**config.mk**
```make
export PLATFORM = sky130hd
export DESIGN_NAME = tuner_synth_cmd
export DESIGN_NICKNAME = d
export VERILOG_FILES = /design/src/rtl/tuner_synth_cmd_pkg.sv /design/src/rtl/tcmd_bus_sampler.sv /design/src/rtl/tcmd_link.sv /design/src/rtl/tcmd_reg_bank.sv /design/src/rtl/tuner_synth_cmd.sv
export SDC_FILE = /design/constraint.sdc
export NUM_CORES = 1
export LEC_CHECK = 0
export ABC_AREA = 0
export CAP_MARGIN = 20
export CORE_ASPECT_RATIO = 1.25
export CORE_MARGIN = 3
export CORE_UTILIZATION = 42
export CTS_CLUSTER_SIZE = 16
export DETAILED_ROUTE_END_ITERATION = 6
export DONT_BUFFER_PORTS = 1
export GPL_TIMING_DRIVEN = 0
export PLACE_DENSITY = 0.62
export SYNTH_ARGS = -nofsm -noshare
export SYNTH_HDL_FRONTEND = slang
export SYNTH_SLANG_ARGS = --single-unit
```
**constraint.sdc**
```tcl
create_clock -name clk -period 5.4 [get_ports clk]
set_input_delay 0.27 -clock clk [delete_from_list [all_inputs] [get_ports clk]]
set_output_delay 0.27 -clock clk [all_outputs]
set_load 0.03 [all_outputs]
```
**src/rtl/tuner_synth_cmd_pkg.sv**
```systemverilog
package tuner_synth_cmd_pkg;
   localparam int DIV_W   = 15;
   localparam int BYTE_W  = 8;
   localparam int HW_W    = 2;
   localparam int ADDR_W  = 7;
   localparam int BASE_W  = ADDR_W - HW_W;
   localparam int RATIO_W = 7;

   typedef enum logic [2:0] {
      LS_IDLE, LS_ADDR, LS_ADDR_ACK, LS_WDATA, LS_WACK, LS_RDATA, LS_RACK, LS_SKIP
   } link_state_t;

   typedef enum logic [1:0] {GP_HEAD, GP_FREQ_LO, GP_PORT} group_pos_t;

   typedef struct packed {
      logic       cp_hi;
      logic [2:0] test;
      logic [1:0] rsel;
      logic       cp_off;
   } ctrl_t;

   function automatic logic [RATIO_W-1:0] decode_ratio(input logic [1:0] code);
      case (code)
         2'b00:   return RATIO_W'(64);
         2'b01:   return RATIO_W'(80);
         2'b10:   return RATIO_W'(24);
         default: return RATIO_W'(28);
      endcase
   endfunction
endpackage

```
**src/rtl/tcmd_bus_sampler.sv**
```systemverilog
module tcmd_bus_sampler #(
   parameter int SYNC_STAGES = 2
) (
   input  logic clk,
   input  logic rst_n,
   input  logic scl_i,
   input  logic sda_i,
   output logic scl_q,
   output logic sda_q,
   output logic scl_rise,
   output logic scl_fall,
   output logic start_det,
   output logic stop_det
);
   localparam int MSB = SYNC_STAGES - 1;

   generate
      if (SYNC_STAGES < 2) begin : g_bad_sync
         $error("SYNC_STAGES must be at least 2");
      end
   endgenerate

   logic [MSB:0] scl_pipe, sda_pipe;
   logic         scl_d, sda_d;

   always_ff @(posedge clk or negedge rst_n) begin
      if (!rst_n) begin
         scl_pipe <= '1;
         sda_pipe <= '1;
         scl_d    <= 1'b1;
         sda_d    <= 1'b1;
      end else begin
         scl_pipe <= {scl_pipe[MSB-1:0], scl_i};
         sda_pipe <= {sda_pipe[MSB-1:0], sda_i};
         scl_d    <= scl_pipe[MSB];
         sda_d    <= sda_pipe[MSB];
      end
   end

   assign scl_q     = scl_pipe[MSB];
   assign sda_q     = sda_pipe[MSB];
   assign scl_rise  = scl_q & ~scl_d;
   assign scl_fall  = ~scl_q & scl_d;
   assign start_det = scl_q & scl_d & sda_d & ~sda_q;
   assign stop_det  = scl_q & scl_d & ~sda_d & sda_q;
endmodule

```
**src/rtl/tcmd_link.sv**
```systemverilog
module tcmd_link
   import tuner_synth_cmd_pkg::*;
#(
   parameter logic [BASE_W-1:0] BASE_ADDR = 5'b11000
) (
   input  logic              clk,
   input  logic              rst_n,
   input  logic              sda_q,
   input  logic              scl_rise,
   input  logic              scl_fall,
   input  logic              start_det,
   input  logic              stop_det,
   input  logic [HW_W-1:0]   hw_sel,
   input  logic [BYTE_W-1:0] status,
   output logic              sda_oe,
   output logic              byte_stb,
   output logic [BYTE_W-1:0] byte_q,
   output logic              frame_clr,
   output logic              rd_done,
   output link_state_t       link_st
);
   localparam int CNT_W = $clog2(BYTE_W + 1);
   localparam logic [CNT_W-1:0] LAST_BIT = CNT_W'(BYTE_W);

   logic [BYTE_W-1:0] sh;
   logic [CNT_W-1:0]  cnt;
   logic              rw, mack;

   always_ff @(posedge clk or negedge rst_n) begin
      if (!rst_n) begin
         link_st   <= LS_IDLE;
         sh        <= '0;
         cnt       <= '0;
         rw        <= 1'b0;
         mack      <= 1'b0;
         sda_oe    <= 1'b0;
         byte_stb  <= 1'b0;
         byte_q    <= '0;
         frame_clr <= 1'b0;
         rd_done   <= 1'b0;
      end else begin
         byte_stb  <= 1'b0;
         frame_clr <= 1'b0;
         rd_done   <= 1'b0;
         if (start_det) begin
            link_st   <= LS_ADDR;
            cnt       <= '0;
            sda_oe    <= 1'b0;
            frame_clr <= 1'b1;
         end else if (stop_det) begin
            link_st   <= LS_IDLE;
            sda_oe    <= 1'b0;
            frame_clr <= 1'b1;
         end else begin
            case (link_st)
               LS_ADDR: begin
                  if (scl_rise) begin
                     sh  <= {sh[BYTE_W-2:0], sda_q};
                     cnt <= cnt + 1'b1;
                  end else if (scl_fall && cnt == LAST_BIT) begin
                     cnt <= '0;
                     if (sh[BYTE_W-1:1] == {BASE_ADDR, hw_sel}) begin
                        link_st <= LS_ADDR_ACK;
                        sda_oe  <= 1'b1;
                        rw      <= sh[0];
                     end else begin
                        link_st <= LS_SKIP;
                     end
                  end
               end
               LS_ADDR_ACK: begin
                  if (scl_fall) begin
                     if (rw) begin
                        link_st <= LS_RDATA;
                        sh      <= status;
                        sda_oe  <= ~status[BYTE_W-1];
                     end else begin
                        link_st <= LS_WDATA;
                        sda_oe  <= 1'b0;
                     end
                  end
               end
               LS_WDATA: begin
                  if (scl_rise) begin
                     sh  <= {sh[BYTE_W-2:0], sda_q};
                     cnt <= cnt + 1'b1;
                  end else if (scl_fall && cnt == LAST_BIT) begin
                     cnt      <= '0;
                     byte_stb <= 1'b1;
                     byte_q   <= sh;
                     sda_oe   <= 1'b1;
                     link_st  <= LS_WACK;
                  end
               end
               LS_WACK: begin
                  if (scl_fall) begin
                     sda_oe  <= 1'b0;
                     link_st <= LS_WDATA;
                  end
               end
               LS_RDATA: begin
                  if (scl_rise) begin
                     cnt <= cnt + 1'b1;
                  end else if (scl_fall) begin
                     if (cnt == LAST_BIT) begin
                        cnt     <= '0;
                        sda_oe  <= 1'b0;
                        rd_done <= 1'b1;
                        link_st <= LS_RACK;
                     end else begin
                        sh     <= {sh[BYTE_W-2:0], 1'b0};
                        sda_oe <= ~sh[BYTE_W-2];
                     end
                  end
               end
               LS_RACK: begin
                  if (scl_rise) begin
                     mack <= ~sda_q;
                  end else if (scl_fall) begin
                     if (mack) begin
                        link_st <= LS_RDATA;
                        sh      <= status;
                        sda_oe  <= ~status[BYTE_W-1];
                     end else begin
                        link_st <= LS_SKIP;
                     end
                  end
               end
               default: ;
            endcase
         end
      end
   end
endmodule

```
**src/rtl/tcmd_reg_bank.sv**
```systemverilog
module tcmd_reg_bank
   import tuner_synth_cmd_pkg::*;
(
   input  logic              clk,
   input  logic              rst_n,
   input  logic              byte_stb,
   input  logic [BYTE_W-1:0] byte_q,
   input  logic              frame_clr,
   input  logic              rd_done,
   input  logic              lock_i,
   output logic [DIV_W-1:0]  div_ratio,
   output ctrl_t             ctrl_q,
   output logic [BYTE_W-1:0] band_port,
   output logic [BYTE_W-1:0] status,
   output group_pos_t        grp_pos
);
   localparam int HI_W = DIV_W - BYTE_W;

   logic [HI_W-1:0] shadow_hi;
   logic            por_flag;

   always_ff @(posedge clk or negedge rst_n) begin
      if (!rst_n) begin
         div_ratio <= '0;
         ctrl_q    <= '0;
         band_port <= '0;
         shadow_hi <= '0;
         grp_pos   <= GP_HEAD;
         por_flag  <= 1'b1;
      end else begin
         if (rd_done) por_flag <= 1'b0;
         if (frame_clr) begin
            grp_pos   <= GP_HEAD;
            shadow_hi <= '0;
         end else if (byte_stb) begin
            case (grp_pos)
               GP_HEAD: begin
                  if (!byte_q[BYTE_W-1]) begin
                     shadow_hi <= byte_q[HI_W-1:0];
                     grp_pos   <= GP_FREQ_LO;
                  end else begin
                     ctrl_q  <= ctrl_t'(byte_q[BYTE_W-2:0]);
                     grp_pos <= GP_PORT;
                  end
               end
               GP_FREQ_LO: begin
                  div_ratio <= {shadow_hi, byte_q};
                  grp_pos   <= GP_HEAD;
               end
               default: begin
                  band_port <= byte_q;
                  grp_pos   <= GP_HEAD;
               end
            endcase
         end
      end
   end

   assign status = {por_flag, lock_i, {(BYTE_W-2){1'b0}}};
endmodule

```
**src/rtl/tuner_synth_cmd.sv**
```systemverilog
module tuner_synth_cmd
   import tuner_synth_cmd_pkg::*;
#(
   parameter logic [4:0] BASE_ADDR   = 5'b11000,
   parameter int         SYNC_STAGES = 2
) (
   input  logic         clk,
   input  logic         rst_n,
   input  logic         scl_i,
   input  logic         sda_i,
   input  logic [1:0]   hw_sel,
   input  logic         lock_i,
   output logic         sda_oe,
   output logic [14:0]  div_ratio,
   output logic         cp_cur_hi,
   output logic [2:0]   test_mode,
   output logic [1:0]   ref_sel,
   output logic [6:0]   ref_ratio,
   output logic         cp_out_off,
   output logic [7:0]   band_port
);
   logic              scl_q, sda_q, scl_rise, scl_fall, start_det, stop_det;
   logic              byte_stb, frame_clr, rd_done;
   logic [BYTE_W-1:0] byte_q, status;
   link_state_t       link_st;
   group_pos_t        grp_pos;
   ctrl_t             ctrl_q;

   tcmd_bus_sampler #(.SYNC_STAGES(SYNC_STAGES)) u_smp (
      .clk(clk), .rst_n(rst_n), .scl_i(scl_i), .sda_i(sda_i),
      .scl_q(scl_q), .sda_q(sda_q), .scl_rise(scl_rise), .scl_fall(scl_fall),
      .start_det(start_det), .stop_det(stop_det)
   );

   tcmd_link #(.BASE_ADDR(BASE_ADDR)) u_link (
      .clk(clk), .rst_n(rst_n), .sda_q(sda_q), .scl_rise(scl_rise),
      .scl_fall(scl_fall), .start_det(start_det), .stop_det(stop_det),
      .hw_sel(hw_sel), .status(status), .sda_oe(sda_oe), .byte_stb(byte_stb),
      .byte_q(byte_q), .frame_clr(frame_clr), .rd_done(rd_done), .link_st(link_st)
   );

   tcmd_reg_bank u_regs (
      .clk(clk), .rst_n(rst_n), .byte_stb(byte_stb), .byte_q(byte_q),
      .frame_clr(frame_clr), .rd_done(rd_done), .lock_i(lock_i),
      .div_ratio(div_ratio), .ctrl_q(ctrl_q), .band_port(band_port),
      .status(status), .grp_pos(grp_pos)
   );

   assign cp_cur_hi  = ctrl_q.cp_hi;
   assign test_mode  = ctrl_q.test;
   assign ref_sel    = ctrl_q.rsel;
   assign cp_out_off = ctrl_q.cp_off;
   assign ref_ratio  = decode_ratio(ctrl_q.rsel);
endmodule

```
==> results of run 1 <==
==> logic make-up (layout without fill, tap and decap cells) <==
logic type | count (synthesis) | in the layout | share of synthesized area
other | 1 | 3 | 0.00108
AOI/OAI and AO/OA | 43 | 43 | 0.0829
adders and majority gates | 5 | 5 | 0.0181
xor gates and xnor gates | 4 | 4 | 0.0101
DFF | 75 | 75 | 0.545
muxes | 50 | 50 | 0.169
and+or+nand+nor | 81 | 81 | 0.133
buffers and inverters | 29 | 50 | 0.0398
==> sequential cells by signal, summed over array words and instances (netlist names), 3 cells and up <==
register          cells
u_link.byte_q         8
u_link.cnt            4
u_link.link_st        3
u_link.sh             8
u_regs.band_port      8
u_regs.ctrl_q         7
u_regs.div_ratio     15
u_regs.shadow_hi      7
==> power by group <==
| part | internal, mW | total [mW] | leakage (nW) | switching [mW] |
|---|---|---|---|---|
| clock | 0.169 | 0.394 | 0.0860 | 0.225 |
| sequential | 0.606 | 0.656 | 1.01 | 0.0500 |
| combinational | 0.146 | 0.357 | 0.726 | 0.211 |
==> metal layers <==
metal,vias to the layer above,wire [um],share of wire
met5,-,0,0
met3,9,295,0.045
met4,0,111,0.017
li1,1038,-,-
met2,58,3490,0.53
met1,1080,2680,0.41
==> worst max-delay path: cells and delay by family (launching register included) <==
family,cells,cell delay (ns)
flops,1,0.55
buf+inv,2,0.20
compound gates,1,0.34
fa+ha+maj,1,0.26
mux,1,0.34
simple gates,2,0.37
==> worst paths after layout <==
check                                       start  depth (start not counted)                 to
min in group asynchronous                   rst_n                          2   u_regs.ctrl_q[2]
worst min-delay path                       lock_i                          2       u_link.sh[6]
worst min register to register  u_smp.scl_pipe[0]                          0  u_smp.scl_pipe[1]
worst max-delay path                  u_smp.scl_d                          7       u_link.sh[0]
worst max register to register        u_smp.scl_d                          7       u_link.sh[0]
max in group asynchronous                   rst_n                          2  u_smp.sda_pipe[0]
==> cell type report <==
cell class | instances | area (um2) | area share
tap | 95 | 119 | 0.0311
buffer | 13 | 77.6 | 0.0203
timing repair buffer | 5 | 62.6 | 0.0164
inverter | 16 | 60.1 | 0.0157
sequential | 75 | 1890 | 0.493
multi-input combinational | 186 | 1440 | 0.377
clock inverter | 7 | 51.3 | 0.0134
clock buffer | 9 | 124 | 0.0324
==> through the flow <==
step	worst slack (ns)	power (mW)	instance area, um2	instances
6_report	3.23	1.41	3820	406
5_1_grt	3.02	1.49	3820	406
4_1_cts	3.19	1.42	3820	406
3_5_place_dp	3.22	1.01	3590	386
3_3_place_gp	3.23	1.00	3580	385
2_1_floorplan	3.43	0.936	3460	290
==> cell usage in the layout, fill, tap and decap left out, types with 8 or more instances in the layout <==
cell      instances
nand2_1          30
inv_1            15
dfrtp_1          68
mux2_4            8
mux2_2           36
nor2_1           10
a21oi_1          15
buf_2             9
o21ai_0          11
clkbuf_8          9
==> timing repair <==
action / in CTS / in global routing
hold endpoints to repair: 77 / 0
gates resized for setup: 0 / 0
endpoints found under the setup margin: 0 / 0
hold buffers: 4 / 0
==> impl_metrics.toml, run 1 <==
[clocking]
cts_tree = "done"
numCtsBuffers = 9
h-tree-depth = 3
clock_latency_ns = 0.35
clk_pin_slew_ns = 0.08
cts_setup_buffers = 0
cts_root_buffer = "clkbuf_8"
clk_path_buf_depth = 2
clkSinkCount = 75

[critical_path]
r2r_setup_slack_ns = 3.23
cp_max_fo = 8
cpPeakStageDelay_ns = 0.55
crit_path_frequent_cell = "inv_1"
crit_path_end_kind = "register"
required_ns = 5.64
critPathLaunchType = "register"
crit_chain = "inv_1, ha_1, inv_1, nand2_1, o32ai_2, nand4_4, mux2_2"
arrival_ns = 2.41
critical_path_class = "register to register"
critPathSlowestCell = "dfstp_2"

[placed_design]
place_hpwl_um = 4580
numPortBuffers = 0
routabilityCongestion = 0.885

[global_routing]
grtUsageMet3 = 0.0352
groute.layer.met2.usage = 0.262
busiest_layer = "met2"
grt_pass1_vias = 2227
grt_pass1_wl_um = 11000
grt_usage = 0.152
overflow = 0
met1_usage = 0.181
grt_antenna_before_repair = 0
grt_max_degree = 76

[synth]
synthTopCellsByArea = "dfrtp_1 49%, mux2_2 12%, dfstp_2 5.3%, mux2_4 3.5%, nand2_1 3.3%"
ys_seq_elements = 75
yosysTopAreaCell = "dfrtp_1"
synth-edff-count = 0
ys_warn_count = 0
yosysMostFrequentCell = "dfrtp_1"
synth_cells = 288
synth_common_cells = "68 x dfrtp_1, 36 x mux2_2, 30 x nand2_1"
yosysTopAreaCellShare = 0.492
synth_cell_types = 52
postSynth.asyncResetShare = 1.00
seq_area_frac_synth = 0.545
syn-cell-area_um2 = 3460
syn_area_per_cell_um2 = 12.0
synth_ff_type = "dfrtp_1"

[floorplanning]
io_pins = 45
die_w_um = 87.1
die_area_um2 = 9360
fp.dieH_um = 107
start_util = 0.439
coreArea_um2 = 7880
row_count = 36

[sta]
setup_violations = 0
min_period_ns = 2.17
maxSlewHeadroom = 0.631
fin_setup_tns_ns = 0
fmax_ghz = 0.460
finalHoldViolations = 0
worstMarginPinSlew_ns = 0.546
skew_ns = 0.00503
finalMaxSlewViolations = 0
rsz0062_at_grt = "no"
fin_crit_sh = 0.403
whs_ns = 0.195

[power_and_ir_drop]
p_per_area_nw_per_um2 = 368
ir_drop_v = 0.000205
p_leak_nw = 1.82

[drt]
ant_nets = 0
first_iter_violations = 109
dr.pass1.iters = 5
vias = 2185
wl_um = 6570
drc = 0
drt-vias-per-instance = 5.38
avgRoutedWirePerCell_um = 16.2

[finish]
antenna_cells = 0
layout-drive-gt1-share = 0.302
fillCellCount = 736
fin_util = 0.485
fin_nets = 318
area_growth_pct = 10.5

[job]
cap_violations = 0

[status]
outcome = "complete, no violations"

[hold_path]
min_path_type = "input pin to register"
Note: power is estimated with default switching activity, not from simulation.
==> inputs of run 2 (changes only) <==
--- a/config.mk
+++ b/config.mk
@@ -5,7 +5,7 @@
 export SDC_FILE = /design/constraint.sdc
 export NUM_CORES = 1
 export LEC_CHECK = 0
-export ABC_AREA = 0
+export ABC_AREA = 1
 export CAP_MARGIN = 20
 export CORE_ASPECT_RATIO = 1.25
 export CORE_MARGIN = 3
==> constraint.sdc (replaced) <==
create_clock -name clk -period 2.2 [get_ports clk]
set_input_delay 0.11 -clock clk [delete_from_list [all_inputs] [get_ports clk]]
set_output_delay 0.11 -clock clk [all_outputs]
set_load 0.03 [all_outputs]
==> run 2 against run 1 <==
  * Power increased to 2.8 times the previous value
  * Synthesized cell count grew 42%
  * Sequential share of layout area down 0.11 points
  * Clock skew rose by 0.0039 ns
  * Largest power group unchanged
==> impl_metrics.toml, run 2 <==
[synth]
synth_ff_type = "dfrtp_1"
ys_seq_elements = 75
syn-cell-area_um2 = 3410
synthTopCellsByArea = "dfrtp_1 50%, nand2_1 13%, o21ai_0 6.8%, inv_1 5.8%, dfstp_2 5.4%"
synth_common_cells = "119 x nand2_1, 68 x dfrtp_1, 53 x inv_1"
ys_warn_count = 0
yosysTopAreaCellShare = 0.499
synth-edff-count = 0
yosysMostFrequentCell = "nand2_1"
seq_area_frac_synth = 0.553
postSynth.asyncResetShare = 1.00
synth_cell_types = 28
synth_cells = 410
yosysTopAreaCell = "dfrtp_1"
syn_area_per_cell_um2 = 8.32

[global_routing]
busiest_layer = "met2"
groute.layer.met2.usage = 0.300
met1_usage = 0.196
grt_pass1_wl_um = 12600
grt_pass1_vias = 2756
grtUsageMet3 = 0.0446
grt_antenna_before_repair = 0
grt_max_degree = 76
grt_usage = 0.173
overflow = 0

[placed_design]
post_dp_cell_area_um2 = 3540
routabilityCongestion = 0.858
numPortBuffers = 0
place_hpwl_um = 5390

[clocking]
clock_latency_ns = 0.36
clk_path_buf_depth = 2
h-tree-depth = 3
clk_pin_slew_ns = 0.08
clkSinkCount = 75
numCtsBuffers = 9
cts_root_buffer = "clkbuf_8"
cts_tree = "done"

[hold_path]
min_path_cells = 4
min_path_type = "input pin to register"

[sta]
fin_setup_tns_ns = 0
min_period_ns = 2.02
fmax_ghz = 0.495
finalHoldViolations = 0
finalMaxSlewViolations = 0
whs_ns = 0.0304
setup_violations = 0
skew_ns = 0.00893
fin_crit_sh = 0.918
rsz0062_at_grt = "no"

[floorplanning]
io_pins = 45
die_w_um = 86.6
die_area_um2 = 9240
row_count = 36
fp.dieH_um = 107
coreArea_um2 = 7840
start_util = 0.435

[critical_path]
reg2regPathDepth = 10
cpPeakStageDelay_ns = 0.55
worst-path-stages = 10
cp_max_fo = 6
crit_chain = "inv_1, ha_1, nor2_2, inv_1, nand2_1, nand2_1, a211oi_4, buf_4, nand3_1, nand2_1"
cp_num_buf_inv = 3
arrival_ns = 2.31
critPathSlowestCell = "dfstp_2"
crit_path_end_kind = "register"
crit_path_frequent_cell = "nand2_1"
required_ns = 2.49
crit_family = "flip-flops"
critPathLaunchType = "register"
critical_path_class = "register to register"

[power_and_ir_drop]
p_per_area_nw_per_um2 = 1040
p_sw_mw = 1.55
swShare = 0.390
seq_power_share = 0.413
power.internal_mw = 2.43
p_leak_nw = 1.86
ir_drop_v = 0.000435
combPwrFrac = 0.337
power_frac_clock = 0.250

[drt]
avgRoutedWirePerCell_um = 14.1
vias = 2708
wl_um = 7510
dr.pass1.iters = 4
ant_nets = 0
drc = 0
drt-vias-per-instance = 5.08
first_iter_violations = 98

[finish]
fin_nets = 445
area_growth_pct = 12.3
final_cell_area_um2 = 3830
layout-drive-gt1-share = 0.119
top_register = "u_regs.div_ratio"
final_common_cell = "nand2_1"
largest_reg_flops = 15
mostFrequentLayoutCells = "119 x nand2_1, 68 x dfrtp_1, 53 x inv_1"
antenna_cells = 0

[job]
cap_violations = 0

[status]
outcome = "complete, no violations"
-- run 2: changes by cell type after synthesis, sizes merged, moves of 8 or more --
| cell | previous run | this run |
|---|---|---|
| nand2 | 31 | 122 |
| inv | 16 | 58 |
| a21oi | 15 | 3 |
| mux2 | 44 | 0 |
| buf | 12 | 4 |
| nand3 | 7 | 28 |
| nor2 | 11 | 38 |
| o21ai | 12 | 46 |
-- run 2: path summary, 6_finish.rpt --
kind | start | to | slack (ns)
worst max-delay path | u_smp.scl_d | u_link.sh[6] | 0.18
worst min-delay path | lock_i | u_link.sh[6] | 0.03
worst max register to register | u_smp.scl_d | u_link.sh[6] | 0.18
worst min register to register | u_smp.sda_pipe[0] | u_smp.sda_pipe[1] | 0.36
max in group asynchronous | rst_n | u_smp.scl_pipe[1] | 1.56
min in group asynchronous | rst_n | u_regs.band_port[2] | 0.31
-- run 2: what timing repair did --
item,in CTS,in global routing
buffers inserted,0,6
endpoints found under the setup margin,0,16
resized for setup,0,4
endpoints found under the hold margin,77,0
hold buffers,4,0
-- run 2: kinds of logic after synthesis --
logic type               count (synthesis)  share of synthesized area
buffers and inverters                   69                     0.0796
other                                    1                    0.00110
adder cells (fa/ha/maj)                  5                     0.0183
flip-flops                              75                      0.553
AND/OR/NAND/NOR                        201                      0.253
AO/OA/AOI/OAI                           59                     0.0950
-- run 2: layout make-up --
class,instances,area (um2)
Clock buffer,10,138
Timing Repair Buffer,10,103
Buffer,11,55.1
Multi-Input combinational cell,268,1260
Fill cell,787,4010
Inverter,58,218
Clock inverter,6,47.5
Sequential cell,75,1890
Tap cell,95,119
-- run 2: per-layer routing --
layer,vias to the layer above,part of all wire
li1,1339,-
met1,1274,0.42
met2,76,0.49
met3,19,0.055
met4,0,0.033
met5,-,0
-- run 2: metrics by stage --
stage | util | total power [mW] | cells | setup WS (ns)
after floorplan | - | 2.54 | 412 | 0.416
after global placement | 0.451 | 2.79 | 507 | 0.0615
after detailed placement | 0.451 | 2.81 | 507 | 0.0796
after CTS | 0.482 | 3.84 | 527 | 0.0502
after global routing | 0.489 | 4.25 | 533 | 0.0473
final | 0.489 | 3.98 | 533 | 0.181
-- run 2: power groups by stage --
stage          Combinational (mW)  Sequential, mW  Clock (mW)
2_1_floorplan               0.908            1.63           0
3_3_place_gp                 1.12            1.67           0
3_5_place_dp                 1.14            1.67           0
4_1_cts                      1.18            1.64        1.02
5_1_grt                      1.50            1.66        1.08
6_report                     1.34            1.64       0.996
-- run 2: tightest hold or removal path: stages --
cell and delay [ns]:
nand2_1 0.03, o21ai_0 0.06, nand3_1 0.08, nand2_1 0.07
==> inputs of run 3 (changes only) <==
--- a/config.mk
+++ b/config.mk
@@ -5,7 +5,6 @@
 export SDC_FILE = /design/constraint.sdc
 export NUM_CORES = 1
 export LEC_CHECK = 0
-export ABC_AREA = 1
 export CAP_MARGIN = 20
 export CORE_ASPECT_RATIO = 1.25
 export CORE_MARGIN = 3
==> run 3 against run 2 <==
  * Maximum frequency shrank 1.8%
  * First-iteration DRC count is 5.1% lower
  * Register-to-register slack got worse by 0.04 ns
  * Die area rose by 1.3%
  * Combinational power down 34%
  * Count of clock-buffer cells in the layout is 1 lower
  * Non-clock buffer count down 2
  * Clock skew down 0.0033 ns
  * Critical path depth decreased by 3
==> impl_metrics.toml, run 3 (synthesis gave the netlist of run 1 again) <==
[status]
outcome = "complete, no violations"

[critical_path]
crit_chain = "inv_1, ha_4, o21a_1, a221o_1, nor2_4, o21ai_1, a221oi_1"
critPathSlowestCell = "dfstp_2"
critPathLaunchType = "register"
critPathLaunch = "u_smp.scl_d"
arrival_ns = 2.31
reg2reg_from = "u_smp.scl_d"
cpPeakStageDelay_ns = 0.55
crit_path_end_kind = "register"
required_ns = 2.45
critical_path_class = "register to register"
cp_max_fo = 7

[drt]
wl_um = 6670
drc = 0
dr.pass1.iters = 4
avgRoutedWirePerCell_um = 16.4
drt-vias-per-instance = 5.41
ant_nets = 0
first_iter_violations = 93
vias = 2202

[clocking]
clk_pin_slew_ns = 0.08
cts_root_buffer = "clkbuf_8"
clock_latency_ns = 0.35
numCtsBuffers = 9
clk_path_buf_depth = 2
cts_tree = "done"
clkSinkCount = 75
h-tree-depth = 3

[global_routing]
grt_pass1_vias = 2227
grt_antenna_before_repair = 0
grt_max_degree = 76
grt_pass1_wl_um = 11000
grt_usage = 0.152
overflow = 0

[placed_design]
routabilityCongestion = 0.885
place_hpwl_um = 4580
numPortBuffers = 0

[power_and_ir_drop]
fin_total_pwr_mw = 3.47
ir_drop_v = 0.000505
p_leak_nw = 1.83
p_per_area_nw_per_um2 = 900

[sta]
setup_violations = 0
fmax_ghz = 0.486
fin_setup_tns_ns = 0
min_period_ns = 2.06
finalMaxSlewViolations = 0
worstMarginPinSlew_ns = 0.546
finalHoldViolations = 0
maxSlewHeadroom = 0.631
skew_ns = 0.00560
rsz0062_at_grt = "no"
fin_crit_sh = 0.934

[finish]
fillCellCount = 734
largest_reg_flops = 15
fin_nets = 319
layout-drive-gt1-share = 0.314
top_register = "u_regs.div_ratio"
mostFrequentLayoutCells = "68 x dfrtp_1, 36 x mux2_2, 29 x nand2_1"
fin_util = 0.488
antenna_cells = 0
area_growth_pct = 11.4
final_common_cell = "dfrtp_1"

[floorplanning]
io_pins = 45
die_w_um = 87.1
die_area_um2 = 9360
coreArea_um2 = 7880
row_count = 36
start_util = 0.439
fp.dieH_um = 107

[hold_path]
min_path_type = "input pin to register"
worstHoldStart = "lock_i"

[job]
cap_violations = 0
==> run 3: cell types whose count changed in the layout (fill, tap and decap cells not counted), moves of 21 or more <==
| cell | before | now |
|---|---|---|
| nand3_1 | 28 | 7 |
| mux2_2 | 0 | 36 |
| inv_1 | 53 | 14 |
| nand2_1 | 119 | 29 |
| nor2_1 | 32 | 10 |
| o21ai_0 | 46 | 10 |
==> run 3: report_power, final <==
group | internal, mW | switching [mW]
Sequential | 1.49 | 0.124
Combinational | 0.362 | 0.522
Clock | 0.415 | 0.555
==> run 3: critical path: cells and delay by family, from the launching register on <==
| family | cells | cell delay [ns] |
|---|---|---|
| flops | 1 | 0.55 |
| simple gates | 1 | 0.19 |
| buf+inv | 1 | 0.06 |
| compound gates | 4 | 0.97 |
| fa+ha+maj | 1 | 0.18 |
==> run 3: final cells by class <==
cell class,count,area (um2),area share
tap,95,119,0.0309
multi-input combinational,186,1460,0.380
timing repair buffer,6,70.1,0.0182
clock inverter,7,51.3,0.0133
sequential,75,1890,0.490
clock buffer,9,124,0.0322
buffer,13,77.6,0.0201
inverter,16,60.1,0.0156
==> run 3: repair_timing <==
action,CTS,global route
buffers inserted,0,0
endpoints found under the setup margin,3,15
hold buffers,4,0
gates cloned,0,1
gates resized for setup,0,8
hold endpoints to repair,77,0
pin swaps,1,2
==> run 3: path summary, 6_finish.rpt <==
check	endpoint	slack (ns)	depth (start not counted)
worst max-delay path	u_link.link_st[2]	0.14	7
worst min-delay path	u_link.sh[6]	0.03	2
worst max register to register	u_link.link_st[2]	0.14	7
worst min register to register	u_smp.scl_pipe[1]	0.36	0
max in group asynchronous	u_smp.sda_pipe[0]	1.56	2
min in group asynchronous	u_regs.ctrl_q[2]	0.28	2
==> run 3: metrics by stage <==
step / hold slack, ns / area [um2] / setup WS (ns) / std cells
2_1_floorplan: -0.186 / 3460 / 0.227 / 290
3_3_place_gp: -0.183 / 3580 / 0.0329 / 385
3_5_place_dp: -0.183 / 3590 / 0.0160 / 386
4_1_cts: 0.0187 / 3820 / 0.00263 / 406
5_1_grt: 0.0391 / 3850 / 0.0281 / 407
6_report: 0.0315 / 3850 / 0.144 / 407
==> run 3: per-layer routing <==
layer | track usage | part of all wire | up-vias
met4 | 0.0570 | 0.016 | 0
met1 | 0.181 | 0.41 | 1107
met3 | 0.0352 | 0.039 | 9
met5 | 0 | 0 | -
li1 | - | - | 1039
met2 | 0.262 | 0.53 | 47
